--- src/rtl/nbl_pkg.sv ---
package nbl_pkg;

  localparam logic [7:0] CMD_PAGE_READ = 8'h00;
  localparam logic [7:0] CMD_READ_GO   = 8'h30;

  typedef struct packed {
    logic adv;
    logic big_page;
    logic xrow;
    logic wide;
  } strap_t;

  typedef enum logic [3:0] {
    ST_IDLE,
    ST_CMD_LO,
    ST_CMD_HI,
    ST_ADR_LO,
    ST_ADR_HI,
    ST_CNF_LO,
    ST_CNF_HI,
    ST_GAP,
    ST_WAIT,
    ST_RD_LO,
    ST_RD_HI,
    ST_WR_HI,
    ST_DONE
  } seq_state_t;

endpackage

--- src/rtl/nbl_rst_sync.sv ---
module nbl_rst_sync (
  input  logic clk,
  input  logic rst_n,
  output logic rst_n_sync
);

  logic [1:0] sync_q;

  always_ff @(posedge clk or negedge rst_n) begin
    if (!rst_n) sync_q <= 2'b00;
    else        sync_q <= {sync_q[0], 1'b1};
  end

  assign rst_n_sync = sync_q[1];

endmodule

--- src/rtl/nbl_strap_latch.sv ---
module nbl_strap_latch
  import nbl_pkg::*;
(
  input  logic       clk,
  input  logic       rst_n,
  input  logic [1:0] mode_pins,
  input  strap_t     strap_pins,
  output strap_t     cfg,
  output logic       nand_mode,
  output logic       cfg_valid
);

  strap_t cfg_q, cfg_d;
  logic   nand_q, nand_d;
  logic   valid_q, valid_d;
  logic   cap_en;

  assign cap_en = !valid_q;

  always_comb begin
    cfg_d   = cfg_q;
    nand_d  = nand_q;
    valid_d = valid_q;
    if (cap_en) begin
      cfg_d   = strap_pins;
      nand_d  = (mode_pins == 2'b00);
      valid_d = 1'b1;
    end
  end

  always_ff @(posedge clk or negedge rst_n) begin
    if (!rst_n) begin
      cfg_q   <= '0;
      nand_q  <= 1'b0;
      valid_q <= 1'b0;
    end else begin
      cfg_q   <= cfg_d;
      nand_q  <= nand_d;
      valid_q <= valid_d;
    end
  end

  assign cfg       = cfg_q;
  assign nand_mode = nand_q;
  assign cfg_valid = valid_q;

  AST_STRAP_HELD: assert property (@(posedge clk) disable iff (!rst_n)
    (valid_q && $past(valid_q)) |-> ($stable(cfg_q) && $stable(nand_q)));

endmodule

--- src/rtl/nbl_seq.sv ---
module nbl_seq
  import nbl_pkg::*;
#(
  parameter int IMG_BYTES = 4096,
  parameter int SMALL_PG  = 512,
  parameter int LARGE_PG  = 2048,
  parameter int TMO_CYC   = 1024,
  localparam int IMG_AW   = $clog2(IMG_BYTES),
  localparam int CNT_W    = IMG_AW + 1
) (
  input  logic              clk,
  input  logic              rst_n,
  input  strap_t            cfg,
  input  logic              nand_mode,
  input  logic              cfg_valid,
  output logic              nf_ce_n,
  output logic              nf_cle,
  output logic              nf_ale,
  output logic              nf_we_n,
  output logic              nf_re_n,
  input  logic              nf_rb,
  output logic [15:0]       nf_dout,
  output logic              nf_dout_en,
  input  logic [15:0]       nf_din,
  output logic              sram_we,
  output logic [IMG_AW-1:0] sram_addr,
  output logic [7:0]        sram_wdata,
  output logic              done,
  output logic              err,
  output logic [CNT_W-1:0]  byte_cnt
);

  localparam int LG_SMALL = $clog2(SMALL_PG);
  localparam int LG_LARGE = $clog2(LARGE_PG);
  localparam int TMO_W    = $clog2(TMO_CYC) + 1;
  localparam logic [CNT_W-1:0] IMG_END    = CNT_W'(IMG_BYTES);
  localparam logic [CNT_W-1:0] MASK_SMALL = CNT_W'(SMALL_PG - 1);
  localparam logic [CNT_W-1:0] MASK_LARGE = CNT_W'(LARGE_PG - 1);
  localparam logic [TMO_W-1:0] TMO_LAST   = TMO_W'(TMO_CYC - 1);

  seq_state_t       state_q, state_d;
  logic [CNT_W-1:0] bc_q, bc_d;
  logic [2:0]       sub_q, sub_d;
  logic [TMO_W-1:0] tmo_q, tmo_d;
  logic [15:0]      cap_q, cap_d;
  logic             err_q, err_d;
  logic             done_q, done_d;

  logic [2:0]       n_col, n_adr, row_idx;
  logic [23:0]      row;
  logic [7:0]       adr_byte;
  logic [CNT_W-1:0] bc_inc, pg_mask;
  logic             img_end, pg_end;

  // Geometry decode from the captured straps
  always_comb begin
    n_col   = cfg.adv ? 3'd2 : 3'd1;
    n_adr   = n_col + (cfg.xrow ? 3'd3 : 3'd2);
    pg_mask = cfg.big_page ? MASK_LARGE : MASK_SMALL;
    row     = cfg.big_page ? 24'(bc_q >> LG_LARGE) : 24'(bc_q >> LG_SMALL);
    row_idx = sub_q - n_col;
    if (sub_q < n_col) begin
      adr_byte = 8'h00;
    end else begin
      case (row_idx)
        3'd0:    adr_byte = row[7:0];
        3'd1:    adr_byte = row[15:8];
        default: adr_byte = row[23:16];
      endcase
    end
    bc_inc  = bc_q + CNT_W'(1);
    img_end = (bc_inc == IMG_END);
    pg_end  = ((bc_inc & pg_mask) == '0);
  end

  // Next-state logic
  always_comb begin
    state_d = state_q;
    bc_d    = bc_q;
    sub_d   = sub_q;
    tmo_d   = tmo_q;
    cap_d   = cap_q;
    err_d   = err_q;
    done_d  = done_q;
    case (state_q)
      ST_IDLE: begin
        if (cfg_valid) begin
          if (nand_mode) state_d = ST_CMD_LO;
          else begin
            state_d = ST_DONE;
            done_d  = 1'b1;
          end
        end
      end
      ST_CMD_LO: state_d = ST_CMD_HI;
      ST_CMD_HI: begin
        state_d = ST_ADR_LO;
        sub_d   = 3'd0;
      end
      ST_ADR_LO: state_d = ST_ADR_HI;
      ST_ADR_HI: begin
        if (sub_q == n_adr - 3'd1) begin
          state_d = cfg.adv ? ST_CNF_LO : ST_GAP;
        end else begin
          sub_d   = sub_q + 3'd1;
          state_d = ST_ADR_LO;
        end
      end
      ST_CNF_LO: state_d = ST_CNF_HI;
      ST_CNF_HI: state_d = ST_GAP;
      ST_GAP: begin
        state_d = ST_WAIT;
        tmo_d   = '0;
      end
      ST_WAIT: begin
        if (nf_rb) begin
          state_d = ST_RD_LO;
        end else if (tmo_q == TMO_LAST) begin
          state_d = ST_DONE;
          err_d   = 1'b1;
          done_d  = 1'b1;
        end else begin
          tmo_d = tmo_q + TMO_W'(1);
        end
      end
      ST_RD_LO: begin
        cap_d   = nf_din;
        state_d = ST_RD_HI;
      end
      ST_RD_HI, ST_WR_HI: begin
        bc_d = bc_inc;
        if (state_q == ST_RD_HI && cfg.wide) begin
          state_d = ST_WR_HI;
        end else if (img_end) begin
          state_d = ST_DONE;
          done_d  = 1'b1;
        end else if (pg_end) begin
          state_d = ST_CMD_LO;
        end else begin
          state_d = ST_RD_LO;
        end
      end
      ST_DONE: state_d = ST_DONE;
      default: state_d = ST_IDLE;
    endcase
  end

  // State registers
  always_ff @(posedge clk or negedge rst_n) begin
    if (!rst_n) begin
      state_q <= ST_IDLE;
      bc_q    <= '0;
      sub_q   <= '0;
      tmo_q   <= '0;
      cap_q   <= '0;
      err_q   <= 1'b0;
      done_q  <= 1'b0;
    end else begin
      state_q <= state_d;
      bc_q    <= bc_d;
      sub_q   <= sub_d;
      tmo_q   <= tmo_d;
      cap_q   <= cap_d;
      err_q   <= err_d;
      done_q  <= done_d;
    end
  end

  // Pin decode from state
  always_comb begin
    nf_ce_n    = (state_q == ST_IDLE) || (state_q == ST_DONE);
    nf_cle     = (state_q == ST_CMD_LO) || (state_q == ST_CMD_HI) ||
                 (state_q == ST_CNF_LO) || (state_q == ST_CNF_HI);
    nf_ale     = (state_q == ST_ADR_LO) || (state_q == ST_ADR_HI);
    nf_we_n    = !((state_q == ST_CMD_LO) || (state_q == ST_ADR_LO) ||
                   (state_q == ST_CNF_LO));
    nf_re_n    = (state_q != ST_RD_LO);
    nf_dout_en = nf_cle || nf_ale;
    if (nf_ale)
      nf_dout = {8'h00, adr_byte};
    else if ((state_q == ST_CNF_LO) || (state_q == ST_CNF_HI))
      nf_dout = {8'h00, CMD_READ_GO};
    else
      nf_dout = {8'h00, CMD_PAGE_READ};
    sram_we    = (state_q == ST_RD_HI) || (state_q == ST_WR_HI);
    sram_addr  = bc_q[IMG_AW-1:0];
    sram_wdata = (state_q == ST_WR_HI) ? cap_q[15:8] : cap_q[7:0];
  end

  assign done     = done_q;
  assign err      = err_q;
  assign byte_cnt = bc_q;

  AST_NO_OVERFLOW: assert property (@(posedge clk) disable iff (!rst_n)
    sram_we |-> (bc_q < IMG_END));
  AST_NOR_SILENT: assert property (@(posedge clk) disable iff (!rst_n)
    (cfg_valid && !nand_mode) |-> (nf_ce_n && !sram_we));
  AST_STROBE_EXCL: assert property (@(posedge clk) disable iff (!rst_n)
    !(!nf_we_n && !nf_re_n));
  AST_READ_AFTER_READY: assert property (@(posedge clk) disable iff (!rst_n)
    (state_q == ST_RD_LO && $past(state_q) == ST_WAIT) |-> $past(nf_rb));
  AST_TMO_ENDS: assert property (@(posedge clk) disable iff (!rst_n)
    err_q |-> (done_q && $stable(bc_q)));

endmodule

--- src/rtl/nbl_addr_map.sv ---
module nbl_addr_map #(
  parameter int          BRAM_BYTES    = 4096,
  parameter logic [31:0] NOR_BRAM_BASE = 32'h4000_0000,
  parameter int          NOR_BANK_AW   = 27,
  localparam int         BRAM_AW       = $clog2(BRAM_BYTES)
) (
  input  logic               clk,
  input  logic               rst_n,
  input  logic               cfg_valid,
  input  logic               nand_mode,
  input  logic [31:0]        cpu_addr,
  output logic               sel_bram,
  output logic               sel_cs0,
  output logic [BRAM_AW-1:0] bram_addr
);

  logic hit_low, hit_high, hit_bank0;

  always_comb begin
    hit_low   = (cpu_addr[31:BRAM_AW] == '0);
    hit_high  = (cpu_addr[31:BRAM_AW] == NOR_BRAM_BASE[31:BRAM_AW]);
    hit_bank0 = (cpu_addr[31:NOR_BANK_AW] == '0);
    sel_bram  = cfg_valid && (nand_mode ? hit_low : hit_high);
    sel_cs0   = cfg_valid && !nand_mode && hit_bank0;
    bram_addr = cpu_addr[BRAM_AW-1:0];
  end

  AST_ONE_SELECT: assert property (@(posedge clk) disable iff (!rst_n)
    !(sel_bram && sel_cs0));

endmodule

--- src/rtl/nand_boot_loader.sv ---
module nand_boot_loader
  import nbl_pkg::*;
#(
  parameter int          IMG_BYTES     = 4096,
  parameter int          SMALL_PG      = 512,
  parameter int          LARGE_PG      = 2048,
  parameter int          TMO_CYC       = 1024,
  parameter logic [31:0] NOR_BRAM_BASE = 32'h4000_0000,
  parameter int          NOR_BANK_AW   = 27,
  localparam int         IMG_AW        = $clog2(IMG_BYTES),
  localparam int         CNT_W         = IMG_AW + 1
) (
  input  logic              clk,
  input  logic              rst_n,
  input  logic [1:0]        boot_mode,
  input  logic              strap_adv,
  input  logic              strap_big_page,
  input  logic              strap_xrow,
  input  logic              strap_wide,
  output logic              nf_ce_n,
  output logic              nf_cle,
  output logic              nf_ale,
  output logic              nf_we_n,
  output logic              nf_re_n,
  input  logic              nf_rb,
  output logic [15:0]       nf_dout,
  output logic              nf_dout_en,
  input  logic [15:0]       nf_din,
  output logic              sram_we,
  output logic [IMG_AW-1:0] sram_addr,
  output logic [7:0]        sram_wdata,
  input  logic [31:0]       cpu_addr,
  output logic              sel_bram,
  output logic              sel_cs0,
  output logic [IMG_AW-1:0] bram_addr,
  output logic              cpu_rst_n,
  output logic              boot_done,
  output logic              boot_err,
  output logic [CNT_W-1:0]  bytes_copied
);

  logic   rst_n_i;
  strap_t strap_pins, cfg;
  logic   nand_mode, cfg_valid, done, err;

  assign strap_pins = '{adv: strap_adv, big_page: strap_big_page,
                        xrow: strap_xrow, wide: strap_wide};

  nbl_rst_sync u_rst_sync (
    .clk        (clk),
    .rst_n      (rst_n),
    .rst_n_sync (rst_n_i)
  );

  nbl_strap_latch u_strap (
    .clk        (clk),
    .rst_n      (rst_n_i),
    .mode_pins  (boot_mode),
    .strap_pins (strap_pins),
    .cfg        (cfg),
    .nand_mode  (nand_mode),
    .cfg_valid  (cfg_valid)
  );

  nbl_seq #(
    .IMG_BYTES (IMG_BYTES),
    .SMALL_PG  (SMALL_PG),
    .LARGE_PG  (LARGE_PG),
    .TMO_CYC   (TMO_CYC)
  ) u_seq (
    .clk        (clk),
    .rst_n      (rst_n_i),
    .cfg        (cfg),
    .nand_mode  (nand_mode),
    .cfg_valid  (cfg_valid),
    .nf_ce_n    (nf_ce_n),
    .nf_cle     (nf_cle),
    .nf_ale     (nf_ale),
    .nf_we_n    (nf_we_n),
    .nf_re_n    (nf_re_n),
    .nf_rb      (nf_rb),
    .nf_dout    (nf_dout),
    .nf_dout_en (nf_dout_en),
    .nf_din     (nf_din),
    .sram_we    (sram_we),
    .sram_addr  (sram_addr),
    .sram_wdata (sram_wdata),
    .done       (done),
    .err        (err),
    .byte_cnt   (bytes_copied)
  );

  nbl_addr_map #(
    .BRAM_BYTES    (IMG_BYTES),
    .NOR_BRAM_BASE (NOR_BRAM_BASE),
    .NOR_BANK_AW   (NOR_BANK_AW)
  ) u_map (
    .clk       (clk),
    .rst_n     (rst_n_i),
    .cfg_valid (cfg_valid),
    .nand_mode (nand_mode),
    .cpu_addr  (cpu_addr),
    .sel_bram  (sel_bram),
    .sel_cs0   (sel_cs0),
    .bram_addr (bram_addr)
  );

  assign cpu_rst_n = done;
  assign boot_done = done;
  assign boot_err  = err;

  AST_RELEASE_AFTER_COPY: assert property (@(posedge clk) disable iff (!rst_n_i)
    $rose(cpu_rst_n) |-> (err || !nand_mode ||
                          bytes_copied == CNT_W'(IMG_BYTES)));

endmodule

--- config.mk ---
export PLATFORM = sky130hd
export DESIGN_NAME = nand_boot_loader
export DESIGN_NICKNAME = d
export VERILOG_FILES = /design/src/rtl/nbl_pkg.sv /design/src/rtl/nbl_rst_sync.sv /design/src/rtl/nbl_strap_latch.sv /design/src/rtl/nbl_seq.sv /design/src/rtl/nbl_addr_map.sv /design/src/rtl/nand_boot_loader.sv
export SDC_FILE = /design/constraint.sdc
export NUM_CORES = 1
export LEC_CHECK = 0
export BUFFER_PORTS_ARGS = -buffer_cell sky130_fd_sc_hd__buf_2
export CAP_MARGIN = 15
export CORE_MARGIN = 10
export CORE_UTILIZATION = 50
export DETAILED_ROUTE_END_ITERATION = 8
export GPL_TIMING_DRIVEN = 0
export PLACE_DENSITY = 0.81
export SYNTH_ARGS = -nofsm -noshare
export SYNTH_HDL_FRONTEND = slang
export SYNTH_SLANG_ARGS = --single-unit
--- constraint.sdc ---
create_clock -name clk -period 2.22 [get_ports clk]
set_input_delay 0 -clock clk [delete_from_list [all_inputs] [get_ports clk]]
set_output_delay 0 -clock clk [all_outputs]
set_load 0.01 [all_outputs]
==> key figures <==
Drt
  • Pre-Repair DR Iteration Count: 5
  • Routed length per instance: 15.8 um
  • Iteration-0 DRC Markers: 188
  • Detailed-route wire length: 9.57 mm
  • Antenna-violating nets left: 0
  • Vias per cell: 5.20
  • Residual DRC count: 0
  • Via count of the routed design: 3,149

Logic synthesis
  • Mapped Area: 0.00348 mm2
  • Synth area leader: dfrtp_1
  • Yosys top cell area share: 0.410
  • Average instance area after synthesis: 9.91 um2
  • Sequential element share of the synthesized area: 0.410
  • Synth cell types: 56
  • Synthesis-stage register bit count: 57
  • Post-Synthesis Cells: 351
  • Cells taking the most area after synthesis: dfrtp_1 (41%), mux2_2 (9.1%), buf_4 (7.8%), xnor2_1 (5.3%), nand3_1 (2.9%)
  • Post-synth ARST share: 1.00
  • Ys flop type: dfrtp_1
  • Warnings, synthesis: 0
  • Number of synthesized flops with an enable pin: 0

Setup path
  • Max Fanout on Critical Path: 10
  • Arrival time worst endpoint: 2.12 ns
  • Required time worst endpoint: 2.22 ns
  • CP max stage cell: dfrtp_1
  • CP endpoint kind: primary output
  • CP bufs+invs: 2
  • CP Cell Sequence: nand2b_1 -> or2_2 -> inv_4 -> nand2_4 -> mux2_2 -> buf_2
  • Startpoint types: flop
  • Slowest Stage Delay on Critical Path: 0.46 ns
  • Crit Path Class: flop to primary output
  • Top cell family by delay on the critical path: simple AND/OR/NAND/NOR gates

Run status
  • Status: completed

Run
  • Max-cap viol count: 0

GRT
  • Total global routing overflow: 0
  • Largest net degree at the start of global routing: 31
  • Number of global-route vias before repair: 3,252
  • First-pass GRT wire length: 15.2 mm
  • Gr usage total: 0.177
  • Initial antenna violation count: 0

Power and ir drop
  • Clk pwr share: 0.209
  • Power Internal: 2840 uW
  • Sw power: 1820 uW
  • Leak: 0.00229 uW
  • Power density cells: 999 mW/mm2
  • Peak supply drop: 0.000613 V
  • Overall Power: 4660 uW
  • Switching Share: 0.391
  • Combinational group share of total power: 0.431
  • Register share of total power: 0.361

Place
  • HPWL after DPL: 6.74 mm
  • GP Congestion: 0.868
  • Placed instance area: 0.00419 mm2
  • Pre-CTS setup slack: 0.0115 ns
  • Placed Cells: 565
  • Port bufs: 107

Timing
  • Final setup TNS: 0 ns
  • F_max: 472 MHz
  • RSZ-0062 raised after global routing: false
  • Final Slew Violations: 0
  • # setup viols final: 0
  • Rel. slew slack: 0.607
  • Final WS setup: 0.102 ns
  • Slew @ Worst Pin: 0.589 ns
  • Hold Vio Cnt, Final: 0
  • Final min period: 2.12 ns
  • Tcrit/Tclk final: 0.954
  • Clk_skew: 0.00902 ns

Die
  • Die area: 0.0107 mm2
  • Die Span Y: 103 um
  • Starting Density: 0.512
  • Core area: 0.00679 mm2
  • Ports: 130
  • FP Rows: 30
  • Die width: 103 um

CTS
  • # H-tree levels: 3
  • Clock transition at the registers of the reported paths: 0.07 ns
  • Clock root buffer: clkbuf_8
  • Clk_lat worst skew: 0.34 ns
  • TritonCTS clock tree: built
  • TritonCTS buffer count: 9
  • Clock sinks: 57
  • CTS Buffer Depth: 2

Worst hold path
  • Hold Path Class: input pin to flop

Layout
  • Antenna diode count: 0
  • Fin nets: 569
  • Fin cells: 606
  • Final Cell Area: 0.00466 mm2
  • Share of cells above drive strength 1: 0.414
  • Synth-to-Final Area Change: 34.1%
  • Filler cells: 555
layout by cell type (no fill, tap or decap), types with 4 or more instances in the layout:
cell	instances
ha_1	7
nand4_1	5
clkbuf_1	4
or2_2	4
mux2_2	28
dlygate4sd3_1	24
conb_1	12
nor4_1	8
nor2b_1	5
xor2_1	6
nor2_1	17
nand2b_1	4
a21oi_1	7
buf_2	111
dfrtp_1	56
xnor2_1	21
inv_1	9
a31oi_1	5
o21ai_0	10
and3_1	4
nand2_1	22
nand3_1	20
nor3_1	11
buf_4	38
clkbuf_8	9
nor3b_1	4
through the flow:
step | utilization | hold slack [ns]
2_1_floorplan | - | -0.296
3_3_place_gp | 0.614 | -0.213
3_5_place_dp | 0.617 | -0.212
4_1_cts | 0.681 | 0.133
5_1_grt | 0.686 | 0.196
6_report | 0.686 | 0.162
registers in the layout (all words and copies together), names as in the netlist:
register,count
u_seq.state_q,4
u_strap.cfg_valid,1
u_rst_sync.sync_q,2
u_strap.cfg,4
u_strap.nand_mode,1
u_seq.sub_q,3
u_seq.byte_cnt,13
u_seq.done,1
u_seq.tmo_q,11
u_seq.err,1
u_seq.cap_q,16
area by class of cell:
cell class	instances	area, um2	area share
Buffer	49	335	0.0719
Clock buffer	10	128	0.0274
Clock inverter	6	67.6	0.0145
Inverter	10	40.0	0.00859
Multi-Input combinational cell	244	1730	0.372
Sequential cell	57	1430	0.306
Tap cell	96	120	0.0258
Timing Repair Buffer	134	811	0.174
tightest hold or removal path: stages:
cell,delay [ns]
buf_2,0.12
nand2_1,0.07
nor3_1,0.04
a21oi_1,0.13
o32ai_1,0.09
timing repair:
| action | CTS | global route |
|---|---|---|
| hold buffers | 24 | 0 |
| pin swaps | 0 | 2 |
| endpoints found under the hold margin | 23 | 0 |
| resized for setup | 2 | 7 |
| setup buffers | 0 | 2 |
| endpoints found under the setup margin | 9 | 14 |
power groups by stage:
stage	Combinational, uW	Sequential, uW	Clock [uW]
final	2000	1680	971
after global routing	2210	1720	1030
after CTS	1960	1670	990
after global placement	1850	1670	0
after detailed placement	1910	1680	0
after floorplan	1350	1620	0
cell usage after synthesis, types with 5 or more instances:
cell      number
nor3_1        11
nand4_1        5
buf_4         36
nor2b_1        5
nand2_1       23
a31oi_1        5
clkbuf_1       5
ha_1           7
nor2_1        18
nor3b_1        5
o21ai_0       10
a21oi_1        8
inv_1          9
xor2_1         6
nand3_1       20
nor4_1         8
dfrtp_1       57
mux2_2        28
xnor2_1       21
kinds of logic after synthesis:
kind of cell	Yosys count	share of synthesized area
xor+xnor	27	0.0680
buf+inv	60	0.108
mux	31	0.0993
other cells	2	0.00216
simple gates	123	0.195
flops	57	0.410
compound gates	44	0.0925
fa+ha+maj	7	0.0252
routing by layer:
layer  global-route usage  vias to the layer above  wire length (um)
met2                0.301                      148              4700
met3               0.0671                        8               939
li1                     -                     1504                 -
met5                    0                        -                 0
met1                0.208                     1489              3870
met4               0.0364                        0                61
final timing paths:
kind / start / depth (start not counted) / slack, ns / endpoint
worst max-delay path: u_seq.state_q[2]$_DFFE_PN0P_ / 6 / 0.10 / sram_wdata[2]
worst min-delay path: nf_rb / 5 / 0.16 / u_seq.state_q[0]$_DFFE_PN0P_
worst max register to register: u_seq.state_q[0]$_DFFE_PN0P_ / 6 / 0.11 / u_seq.tmo_q[9]$_DFFE_PN0P_
worst min register to register: u_rst_sync.sync_q[1]$_DFF_PN0_ / 0 / 0.28 / u_seq.cap_q[13]$_DFFE_PN0N_
max in group asynchronous: u_rst_sync.sync_q[1]$_DFF_PN0_ / 1 / 1.36 / u_seq.state_q[1]$_DFFE_PN0P_
min in group asynchronous: u_rst_sync.sync_q[1]$_DFF_PN0_ / 0 / 0.28 / u_seq.cap_q[13]$_DFFE_PN0N_
No activity file was read; power rests on OpenSTA's default activity.
